$ cat config.mk
export PLATFORM = sky130hd
export DESIGN_NAME = clkdiv_ctrl_top
export DESIGN_NICKNAME = d
export VERILOG_FILES = /design/src/rtl/clkdiv_pkg.sv /design/src/rtl/clkdiv_mode_latch.sv /design/src/rtl/clkdiv_baud_sel.sv /design/src/rtl/clkdiv_counter.sv /design/src/rtl/clkdiv_ctrl_top.sv
export SDC_FILE = /design/constraint.sdc
export NUM_CORES = 1
export LEC_CHECK = 0
export CAP_MARGIN = 5
export CORE_MARGIN = 3
export CORE_UTILIZATION = 39
export CTS_BUF_LIST = sky130_fd_sc_hd__clkbuf_4
export CTS_CLUSTER_DIAMETER = 150
export CTS_CLUSTER_SIZE = 10
export DETAILED_ROUTE_END_ITERATION = 16
export SLEW_MARGIN = 20
export SYNTH_ARGS = -nofsm -noshare
export SYNTH_HDL_FRONTEND = slang
export SYNTH_SLANG_ARGS = --single-unit
$ cat constraint.sdc
create_clock -name clk -period 1.45 [get_ports clk]
set_input_delay 0.3625 -clock clk [delete_from_list [all_inputs] [get_ports clk]]
set_output_delay 0.3625 -clock clk [all_outputs]
set_load 0.1 [all_outputs]
$ cat src/rtl/clkdiv_pkg.sv
package clkdiv_pkg;

    localparam int CNT_W   = 8;
    localparam int CPM_DIV = 2;
    localparam int SCC_DIV = 4;
    localparam int N_FIXED = 2;

    typedef logic [CNT_W-1:0] cnt_t;

    typedef enum logic [1:0] {
        BAUD_DIV4   = 2'b00,
        BAUD_DIV16  = 2'b01,
        BAUD_DIV64  = 2'b10,
        BAUD_DIV256 = 2'b11
    } baud_sel_e;

    typedef struct packed {
        logic [2:0] hi;
        logic [2:0] pins;
    } mode_word_t;

    typedef struct packed {
        logic scc;
        logic cpm;
        logic baud;
    } clk_en_t;

    // terminal count (factor minus one) for a baud select code
    function automatic cnt_t baud_last(baud_sel_e s);
        case (s)
            BAUD_DIV4:   return cnt_t'(3);
            BAUD_DIV16:  return cnt_t'(15);
            BAUD_DIV64:  return cnt_t'(63);
            default:     return cnt_t'(255);
        endcase
    endfunction

    function automatic int fixed_div(int idx);
        return (idx == 0) ? CPM_DIV : SCC_DIV;
    endfunction

endpackage

$ cat src/rtl/clkdiv_mode_latch.sv
module clkdiv_mode_latch
    import clkdiv_pkg::*;
(
    input  logic       clk,
    input  logic       rst,
    input  logic [2:0] pins_i,
    input  logic [2:0] hi_i,
    output mode_word_t mode_o
);

    mode_word_t mode_q;

    // tracks inputs while reset is high; the last reset edge fixes the word
    always_ff @(posedge clk) begin
        if (rst) begin
            mode_q.hi   <= hi_i;
            mode_q.pins <= pins_i;
        end
    end

    assign mode_o = mode_q;

    assert_mode_capture_R1: assert property (@(posedge clk) disable iff (rst)
        $past(rst) |-> (mode_o == {$past(hi_i), $past(pins_i)}));

    assert_mode_frozen_R2: assert property (@(posedge clk) disable iff (rst)
        !$past(rst) |-> $stable(mode_o));

endmodule

$ cat src/rtl/clkdiv_baud_sel.sv
module clkdiv_baud_sel
    import clkdiv_pkg::*;
(
    input  logic      clk,
    input  logic      rst,
    input  logic      wr_i,
    input  logic [1:0] data_i,
    output baud_sel_e sel_o,
    output logic      restart_o
);

    baud_sel_e sel_q;

    always_ff @(posedge clk) begin
        if (rst) sel_q <= BAUD_DIV16;
        else if (wr_i) sel_q <= baud_sel_e'(data_i);
    end

    assign sel_o     = sel_q;
    assign restart_o = wr_i & ~rst;

    assert_sel_default_R6: assert property (@(posedge clk) disable iff (rst)
        $past(rst) |-> (sel_o == BAUD_DIV16));

    assert_sel_load_R7: assert property (@(posedge clk) disable iff (rst)
        wr_i |=> (sel_o == baud_sel_e'($past(data_i))));

endmodule

$ cat src/rtl/clkdiv_counter.sv
module clkdiv_counter
    import clkdiv_pkg::*;
#(
    parameter int W = CNT_W
) (
    input  logic         clk,
    input  logic         rst,
    input  logic         restart_i,
    input  logic [W-1:0] last_i,
    output logic         pulse_o
);

    logic [W-1:0] cnt_q;
    logic         pulse_q;
    logic         at_end;

    assign at_end = (cnt_q == last_i);

    always_ff @(posedge clk) begin
        if (rst || restart_i) begin
            cnt_q   <= '0;
            pulse_q <= 1'b0;
        end else if (at_end) begin
            cnt_q   <= '0;
            pulse_q <= 1'b1;
        end else begin
            cnt_q   <= cnt_q + 1'b1;
            pulse_q <= 1'b0;
        end
    end

    assign pulse_o = pulse_q;

    assert_rst_quiet_R3: assert property (@(posedge clk) disable iff (rst)
        $past(rst) |-> (!pulse_o && cnt_q == '0));

    assert_single_pulse_R4: assert property (@(posedge clk) disable iff (rst)
        pulse_o |=> !pulse_o);

    assert_cnt_bound_R5: assert property (@(posedge clk) disable iff (rst)
        cnt_q <= last_i);

    assert_restart_quiet_R8: assert property (@(posedge clk) disable iff (rst)
        restart_i |=> !pulse_o);

endmodule

$ cat src/rtl/clkdiv_ctrl_top.sv
module clkdiv_ctrl_top
    import clkdiv_pkg::*;
(
    input  logic       clk,
    input  logic       por_rst,
    input  logic [2:0] mode_pins,
    input  logic [2:0] cfg_hi,
    input  logic       bsel_wr,
    input  logic [1:0] bsel_data,
    output logic [5:0] mode_word,
    output logic       scc_en,
    output logic       cpm_en,
    output logic       baud_en
);

    mode_word_t          mode_w;
    baud_sel_e           sel_w;
    logic                restart_w;
    logic [N_FIXED-1:0]  fixed_en;
    clk_en_t             en_w;

    clkdiv_mode_latch u_mode (
        .clk    (clk),
        .rst    (por_rst),
        .pins_i (mode_pins),
        .hi_i   (cfg_hi),
        .mode_o (mode_w)
    );

    clkdiv_baud_sel u_bsel (
        .clk       (clk),
        .rst       (por_rst),
        .wr_i      (bsel_wr),
        .data_i    (bsel_data),
        .sel_o     (sel_w),
        .restart_o (restart_w)
    );

    // fixed-factor domains: index 0 = comms processor, 1 = serial controller
    for (genvar g = 0; g < N_FIXED; g++) begin : g_fixed
        localparam cnt_t LAST = cnt_t'(fixed_div(g) - 1);
        clkdiv_counter #(.W(CNT_W)) u_div (
            .clk       (clk),
            .rst       (por_rst),
            .restart_i (1'b0),
            .last_i    (LAST),
            .pulse_o   (fixed_en[g])
        );
    end

    clkdiv_counter #(.W(CNT_W)) u_baud (
        .clk       (clk),
        .rst       (por_rst),
        .restart_i (restart_w),
        .last_i    (baud_last(sel_w)),
        .pulse_o   (en_w.baud)
    );

    assign en_w.cpm = fixed_en[0];
    assign en_w.scc = fixed_en[1];

    assign mode_word = mode_w;
    assign scc_en    = en_w.scc;
    assign cpm_en    = en_w.cpm;
    assign baud_en   = en_w.baud;

    assert_scc_in_cpm_R9: assert property (@(posedge clk) disable iff (por_rst)
        scc_en |-> cpm_en);

endmodule

After elaboration in Yosys (flattened, before gate mapping):

Index checks and enable logic that the tools add are counted.

* $add $sub $neg: 3
* eq/ne operators: 5
* multiplexer cells: 4
* bitwise logic cells: 2
* reduce and logical (&&, ||, !) cells: 5

Operators with widths (count)
* 8-bit by 1-bit adder with 8-bit output (second input constant): 3
* 8-bit one-hot mux with 3 select lines: 1
* 8-bit by 1-bit equality test with 1-bit output (second input constant): 1
* 8-bit by 2-bit equality test with 1-bit output (second input constant): 1
* 8-bit equality test: 1
* 2-bit OR reduction: 3
* 1-bit two-way mux: 3
* 2-bit by 1-bit equality test with 1-bit output (second input constant): 1
* 2-bit equality test (second input constant): 1
* 2-bit zero test: 1
* 1-bit AND: 1
* 1-bit logical OR: 1
* 1-bit NOT: 1

* register bits: 35
* input bits: 11
* word-level logic and storage cells: 28

Longest topological paths before layout:

Gate-level depths: netlist of run 1.

* depth in word-level cells: 4
* gate-level depth with buffers: 6
* depth with buffers taken out: 6

Cells and area by module:

A second synthesis of run 1 with hierarchy kept.

* cell total of the unflattened synthesis: 165
* area, all modules: 1796.7 µm²

Modules (own cells, without submodules)
* clkdiv_counter: instances 3, cells each 49, area an instance 505.5 µm², seq. area each 180.2 µm²
* clkdiv_mode_latch: instances 1, cells each 6, area an instance 180.2 µm², seq. area each 180.2 µm²
* clkdiv_baud_sel: instances 1, cells each 7, area an instance 75.1 µm², seq. area each 40.0 µm²
* clkdiv_ctrl_top: instances 1, cells each 5, area an instance 25.0 µm², seq. area each 0.0 µm²

Worst setup path before layout of run 1:

OpenSTA, ideal clock, no wires.

* path kind: reg-to-output
* start point: register u_baud.pulse_q, in the netlist u_baud.pulse_o
* end point: output port baud_en
* arrival: 0.909 ns
* slack: 0.179 ns
* stages on the path, launching flop included: 1
* path buffers: 0
* cells stage by stage: dfxtp_1

RTL lines
* from (decl): line clkdiv_counter.sv:14 `logic pulse_q;`
* from (signal assigned): line clkdiv_counter.sv:22 `pulse_q <= 1'b0;`
* from (signal assigned): line clkdiv_counter.sv:25 `pulse_q <= 1'b1;`
* from (signal assigned): line clkdiv_counter.sv:28 `pulse_q <= 1'b0;`
* to (decl): line clkdiv_ctrl_top.sv:13 `output logic baud_en`

No word-level cell between the ends.

Worst setup path after layout of run 1:

* start point: register u_baud.cnt_q[6]
* end point: register u_baud.pulse_q, in the netlist u_baud.pulse_o

* word-level cells in the longest chain between the ends: 2

Ends and longest elaborated chain
* from (decl): line clkdiv_counter.sv:13 `logic [W-1:0] cnt_q;`
* from (signal assigned): line clkdiv_counter.sv:27 `cnt_q <= cnt_q + 1'b1;`
* 8-bit equality test: line clkdiv_counter.sv:17 `assign at_end = (cnt_q == last_i);`
* 1-bit two-way mux: line clkdiv_counter.sv:23 `end else if (at_end) begin`

Every way passes these cells.
A chain may end at the register's enable or synchronous reset.

==> metrics, run 1 <==
run status completed; Critical Path, Cell by Cell and3_1 -> o2111ai_2 -> a21oi_4 -> nor3b_2; Final nets 176; crit share post-route 94.53%; WL per Instance 12.16 µm; crit-path max FO 9; insertion delay to the later sink of the worst-skew pair 0.32 ns; CTS tree yes; gpl congestion 0.7545; FILL cells 302; Final Hold Fails 0; Routed WL 2529 µm; layout cells sized above 1 16.67%; Worst path slowest cell dfxtp_1; Power, Total 2.107 mW; flops & latches, synth 35; chip width 65.62 µm; Detailed Routing Iterations Pass 1 4; crit end category register; synthesized net count 148; maximum number of pins on one net before global-route repair 14; CP endpoint u_baud.pulse_o$_SDFF_PP0_; Crit. path cell count 4; critical setup path kind reg -> reg; startpoint class of the critical path register; reg2reg start u_baud.cnt_q[6]$_SDFF_PP0_; Initial DRC Count 28; CTS sink count 35; number of global-route vias before repair 956; Ys Warns 0; Syn Inst Count 133; cell row count 21; die area 4306 µm²; cts bufs inserted 5; syn_area_per_cell 10.42 µm²; RSZ-0062 raised after global routing no; Finish-stage setup viols 0; Initial Utilization 40.90%; final slew viol count 0; synthesized area 1386 µm²; Least-Margin Pin Slew 0.3004 ns; Reg2Reg Depth 4; Clock Tree Buf Depth 2; first-pass GRT wire length 4298 µm; antenna violations before repair 0; delay-heaviest family, CP compound AO/OA/AOI/OAI gates; # IOs 20; Multi-input gate area 609.3 µm²; Finished Core Util 54.15%; setup slack, reg-to-reg 0.08 ns; setup repair bufs after CTS 0; gr ovfl total 0; hpwl dp 1832 µm; CP max stage delay 0.43 ns; max_cap viols 0; Min-Delay Path Class reg -> reg; Max VDD drop 0.7226 mV; CTS H-Tree Depth 2; Design Area, Final 1836 µm²; Overall Global Routing Usage 12.89%; n_diodes 0; worst r2r dst u_baud.pulse_o$_SDFF_PP0_; detailed-route via count 1031; Fin Clk Skew 0.01497 ns; Vias/cell 4.957; worst path bufs/invs 0; Leak 0.7009 nW; Final ANT Viol Nets 0; DRC 0; Layout area overhead 32.40%; Worst Path Arrival 1.63 ns; Core ar. 3390 µm²; f_max 729.5 MHz; clock-pin slew on the worst setup and hold paths 0.10 ns; Register Area 760.7 µm²; Critical path origin u_baud.cnt_q[6]$_SDFF_PP0_; Seq/Total Area, Yosys 54.87%; Relative slew margins 79.93%; Tmin final 1.371 ns; Die H 65.62 µm; critical path data required time 1.71 ns; CTS root buf clkbuf_4; IO Port Bufs 19; placed instance area 1750 µm²; Yosys cell types 27; Pwr Density 1148 nW/µm²
[per-stage QoR]
step / hold WS (ns) / setup slack (ns) / TNS [ns] / cells
floorplan: 0.4130 / 0.1785 / 0 / 133
global placement: 0.4243 / 0.02985 / 0 / 200
detailed placement: 0.4328 / -0.007805 / -0.007805 / 200
CTS: 0.4476 / 0.08876 / 0 / 208
global route: 0.4812 / 0.02849 / 0 / 208
finish: 0.4446 / 0.07926 / 0 / 208
[power by group]
group          internal [mW]  total [mW]  switching (mW)  leakage (nW)
clock                  0.403       0.700           0.297        0.0463
combinational          0.136       0.336           0.200         0.360
sequential              1.03        1.07          0.0373         0.294
[metal layers]
metal | part of all wire [%] | global-route usage, %
met1 | 49 | 16.35
met2 | 44 | 19.77
met3 | 5.8 | 3.932
met4 | 1.3 | 6.218
met5 | 0 | 0
[how the worst min path moves through the flow]
stage	end	depth (start not counted)	slack, ns	from
2_1_floorplan	g_fixed[1].u_div.cnt_q[0]$_SDFF_PP0_	1	0.41	g_fixed[1].u_div.cnt_q[0]$_SDFF_PP0_
3_3_place_gp	g_fixed[1].u_div.cnt_q[0]$_SDFF_PP0_	1	0.42	g_fixed[1].u_div.cnt_q[0]$_SDFF_PP0_
3_5_place_dp	g_fixed[1].u_div.cnt_q[0]$_SDFF_PP0_	1	0.43	g_fixed[1].u_div.cnt_q[0]$_SDFF_PP0_
4_1_cts	g_fixed[1].u_div.cnt_q[0]$_SDFF_PP0_	1	0.45	g_fixed[1].u_div.cnt_q[0]$_SDFF_PP0_
5_1_grt	g_fixed[1].u_div.cnt_q[0]$_SDFF_PP0_	1	0.48	g_fixed[1].u_div.cnt_q[0]$_SDFF_PP0_
6_report	g_fixed[1].u_div.cnt_q[0]$_SDFF_PP0_	1	0.44	g_fixed[1].u_div.cnt_q[0]$_SDFF_PP0_
[registers in the layout, summed over array words and instances, names as in the netlist]
register / count
g_fixed.u_div.pulse_o: 2
u_baud.pulse_o: 1
u_bsel.sel_o: 2
u_mode.mode_o: 6
g_fixed.u_div.cnt_q: 16
u_baud.cnt_q: 8
[kinds of logic (layout without fill, tap and decap cells)]
| group | count (synthesis) | count (layout) | share of synthesized area [%] |
|---|---|---|---|
| flops | 35 | 35 | 54.87 |
| compound gates | 5 | 5 | 3.971 |
| mux | 1 | 1 | 0.7221 |
| fa+ha+maj | 4 | 4 | 3.610 |
| simple gates | 65 | 65 | 24.10 |
| buf+inv | 5 | 34 | 1.354 |
| xor+xnor | 18 | 18 | 11.37 |
[final cells by class]
class | instances | share of cell area [%]
inverters | 2 | 0.4090
clock inverters | 1 | 1.636
flip-flops and latches | 35 | 41.45
multi-input cells | 93 | 33.20
repair buffers | 24 | 17.31
clock buffers | 7 | 2.863
well taps | 46 | 3.136
[cells in the mapped netlist, drive strengths merged]
cell type | number | area (µm²)
and2 | 1 | 6.260
nor2 | 23 | 86.33
o21ai | 1 | 5.000
o2111ai | 1 | 15.01
nor4 | 9 | 56.30
nand4 | 1 | 6.260
a21oi | 1 | 16.27
nand2 | 6 | 22.52
and3 | 5 | 31.28
inv | 2 | 7.510
nor3b | 1 | 12.51
ha | 4 | 50.05
nand3 | 10 | 50.05
a211o | 1 | 8.760
nor2b | 1 | 6.260
nor4b | 2 | 23.77
edfxtp | 6 | 180.2
clkbuf | 2 | 7.510
xnor2 | 8 | 70.07
xor2 | 10 | 87.58
nor3 | 4 | 20.02
mux2i | 1 | 10.01
nand2b | 2 | 12.51
o211a | 1 | 10.01
buf | 1 | 3.750
dfxtp | 29 | 580.6
[cells in the final DEF, fill, tap and decap left out]
cell / Yosys / routed
dfxtp_1: 29 / 29
nor2_1: 23 / 23
nand3_1: 10 / 10
xor2_1: 10 / 10
clkdlybuf4s50_1: 0 / 10
nor4_1: 9 / 9
buf_12: 0 / 9
xnor2_1: 8 / 8
clkbuf_4: 0 / 7
nand2_1: 6 / 6
edfxtp_1: 6 / 6
and3_1: 5 / 5
buf_4: 0 / 5
nor3_1: 4 / 4
ha_1: 4 / 4
inv_1: 2 / 2
o2111ai_2: 1 / 1
o211a_1: 1 / 1
o21ai_1: 1 / 1
a21oi_4: 1 / 1
nor4b_2: 1 / 1
nor4b_1: 1 / 1
nand2b_2: 0 / 1
and2_1: 1 / 1
mux2i_1: 1 / 1
nand4_1: 1 / 1
nor3b_2: 1 / 1
nand2b_1: 2 / 1
nor2b_1: 1 / 1
a211o_1: 1 / 1
bufinv_16: 0 / 1
[repair_timing]
item                                   in CTS  in global routing
endpoints found under the hold margin       0                  0
setup endpoints to repair                   0                  4
gates resized for setup                     0                  1
hold buffers                                0                  0
Note: power is estimated with default switching activity, not from simulation.
==> inputs of run 2 (changes only) <==
Settings changed: CTS_BUF_LIST sky130_fd_sc_hd__clkbuf_4 to unset.
==> run 2 against run 1 <==
Compared with the run above: largest power group unchanged; routed wire length decreased by 1.2%; worst hold slack barely moved; total power fell by 1.7%; register-to-register slack about the same.
==> metrics, run 2 (synthesis results as in run 1) <==
clock-pin slew on the worst setup and hold paths 0.10 ns; max_cap viols 0; Initial Utilization 40.90%; FILL cells 300; final slew viol count 0; Top reg by flops g_fixed.u_div.cnt_q; Min-Delay Path Class reg -> reg; Worst path slowest cell dfxtp_1; Vias/cell 4.952; Leak 0.6941 nW; CTS sink count 35; critical path data required time 1.71 ns; number of flip-flops in the largest register 16; Worst Path Arrival 1.62 ns; die area 4306 µm²; placed instance area 1750 µm²; Initial DRC Count 38; antenna violations before repair 0; Layout area overhead 31.86%; gpl congestion 0.7545; f_max 734.5 MHz; IO Port Bufs 19; commonest non-fill, non-tap cell in the layout dfxtp_1; WL per Instance 12.01 µm; setup TNS 0 ns; CTS H-Tree Depth 2; Die H 65.62 µm; run status completed; critical setup path kind reg -> reg; Routed WL 2499 µm; post-CTS sizing 0; Core ar. 3390 µm²; setup repair bufs after CTS 0; insertion delay to the later sink of the worst-skew pair 0.32 ns; Finished Core Util 53.93%; # IOs 20; n_diodes 0; layout cells sized above 1 15.43%; first-pass GRT wire length 4298 µm; Final nets 176; Finished Layout Cells 208; Pwr Density 1133 nW/µm²; Critical Path, Cell by Cell and3_1 -> o2111ai_2 -> a21oi_4 -> nor3b_2; CP max stage delay 0.42 ns; Design Area, Final 1828 µm²; CTS root buf clkbuf_4; Least-Margin Pin Slew 0.2944 ns; cell row count 21; Max VDD drop 0.7132 mV; crit end category register; crit share post-route 93.90%; cts bufs inserted 5; maximum number of pins on one net before global-route repair 14; delay-heaviest family, CP compound AO/OA/AOI/OAI gates; placed cells 200; Finish-stage setup viols 0; Final ANT Viol Nets 0; Overall Global Routing Usage 12.90%; RSZ-0062 raised after global routing no; startpoint class of the critical path register; Fin Hold WS 0.4447 ns; hpwl dp 1832 µm; Detailed Routing Iterations Pass 1 4; Relative slew margins 80.33%; detailed-route via count 1030; CTS Hold Bufs 0; CTS tree yes; worst path bufs/invs 0; Tmin final 1.362 ns; chip width 65.62 µm; gr ovfl total 0; crit-path max FO 9; Final Hold Fails 0; DRC 0; number of global-route vias before repair 956; commonest non-fill, non-tap cells in the layout dfxtp_1, nor2_1, nand3_1, xor2_1, clkdlybuf4s50_1; Fin Clk Skew 0.01472 ns; Clock Tree Buf Depth 2
## run 2: cell counts in the layout (fill, tap and decap cells not counted)
No cell type changed its count.
## run 2: metrics by stage
| stage | worst slack [ns] | power (mW) |
|---|---|---|
| after CTS | 0.08621 | 2.099 |
| after detailed placement | -0.007805 | 1.430 |
| after floorplan | 0.1785 | 1.283 |
| after global placement | 0.02985 | 1.424 |
| final | 0.08848 | 2.070 |
| after global routing | 0.02719 | 2.170 |
## run 2: routing by layer
metal  GRT usage (%)  up-vias  wire (µm)
met5               0        -          0
met4           6.218        0         34
met3           3.932        4        158
met2           19.77       34       1096
met1           16.40      474       1210
li1                -      518          -
## run 2: worst paths after layout
check / depth (start not counted) / slack [ns] / to / start
worst min-delay path: 1 / 0.44 / g_fixed[1].u_div.cnt_q[0]$_SDFF_PP0_ / g_fixed[1].u_div.cnt_q[0]$_SDFF_PP0_
worst min register to register: 1 / 0.44 / g_fixed[1].u_div.cnt_q[0]$_SDFF_PP0_ / g_fixed[1].u_div.cnt_q[0]$_SDFF_PP0_
worst max register to register: 4 / 0.09 / u_baud.pulse_o$_SDFF_PP0_ / u_baud.cnt_q[6]$_SDFF_PP0_
worst max-delay path: 4 / 0.09 / u_baud.pulse_o$_SDFF_PP0_ / u_baud.cnt_q[6]$_SDFF_PP0_
## run 2: power breakdown
group	total (mW)	internal, mW	switching (mW)
Sequential	1.07	1.03	0.0371
Combinational	0.336	0.136	0.200
Clock	0.664	0.366	0.298
Total	2.07	1.54	0.535
## run 2: worst register-to-register path, stage by stage (launching register included)
cell and delay (ns):
dfxtp_1 0.42, and3_1 0.20, o2111ai_2 0.16, a21oi_4 0.31, nor3b_2 0.21
## run 2: final cells by class
| cell class | count | area, µm² | area share (%) |
|---|---|---|---|
| flip-flops and latches | 35 | 760.7 | 41.62 |
| multi-input cells | 93 | 609.3 | 33.33 |
| repair buffers | 24 | 317.8 | 17.39 |
| well taps | 46 | 57.56 | 3.149 |
| clock buffers | 7 | 45.04 | 2.464 |
| clock inverters | 1 | 30.03 | 1.643 |
| inverters | 2 | 7.507 | 0.4107 |
==> inputs of run 3 (changes only) <==
Settings changed: SKIP_CTS_REPAIR_TIMING set to 1, TNS_END_PERCENT set to 50.
==> results of run 3 <==
No change in the layout: final DEF, timing and power equal those of run 2.
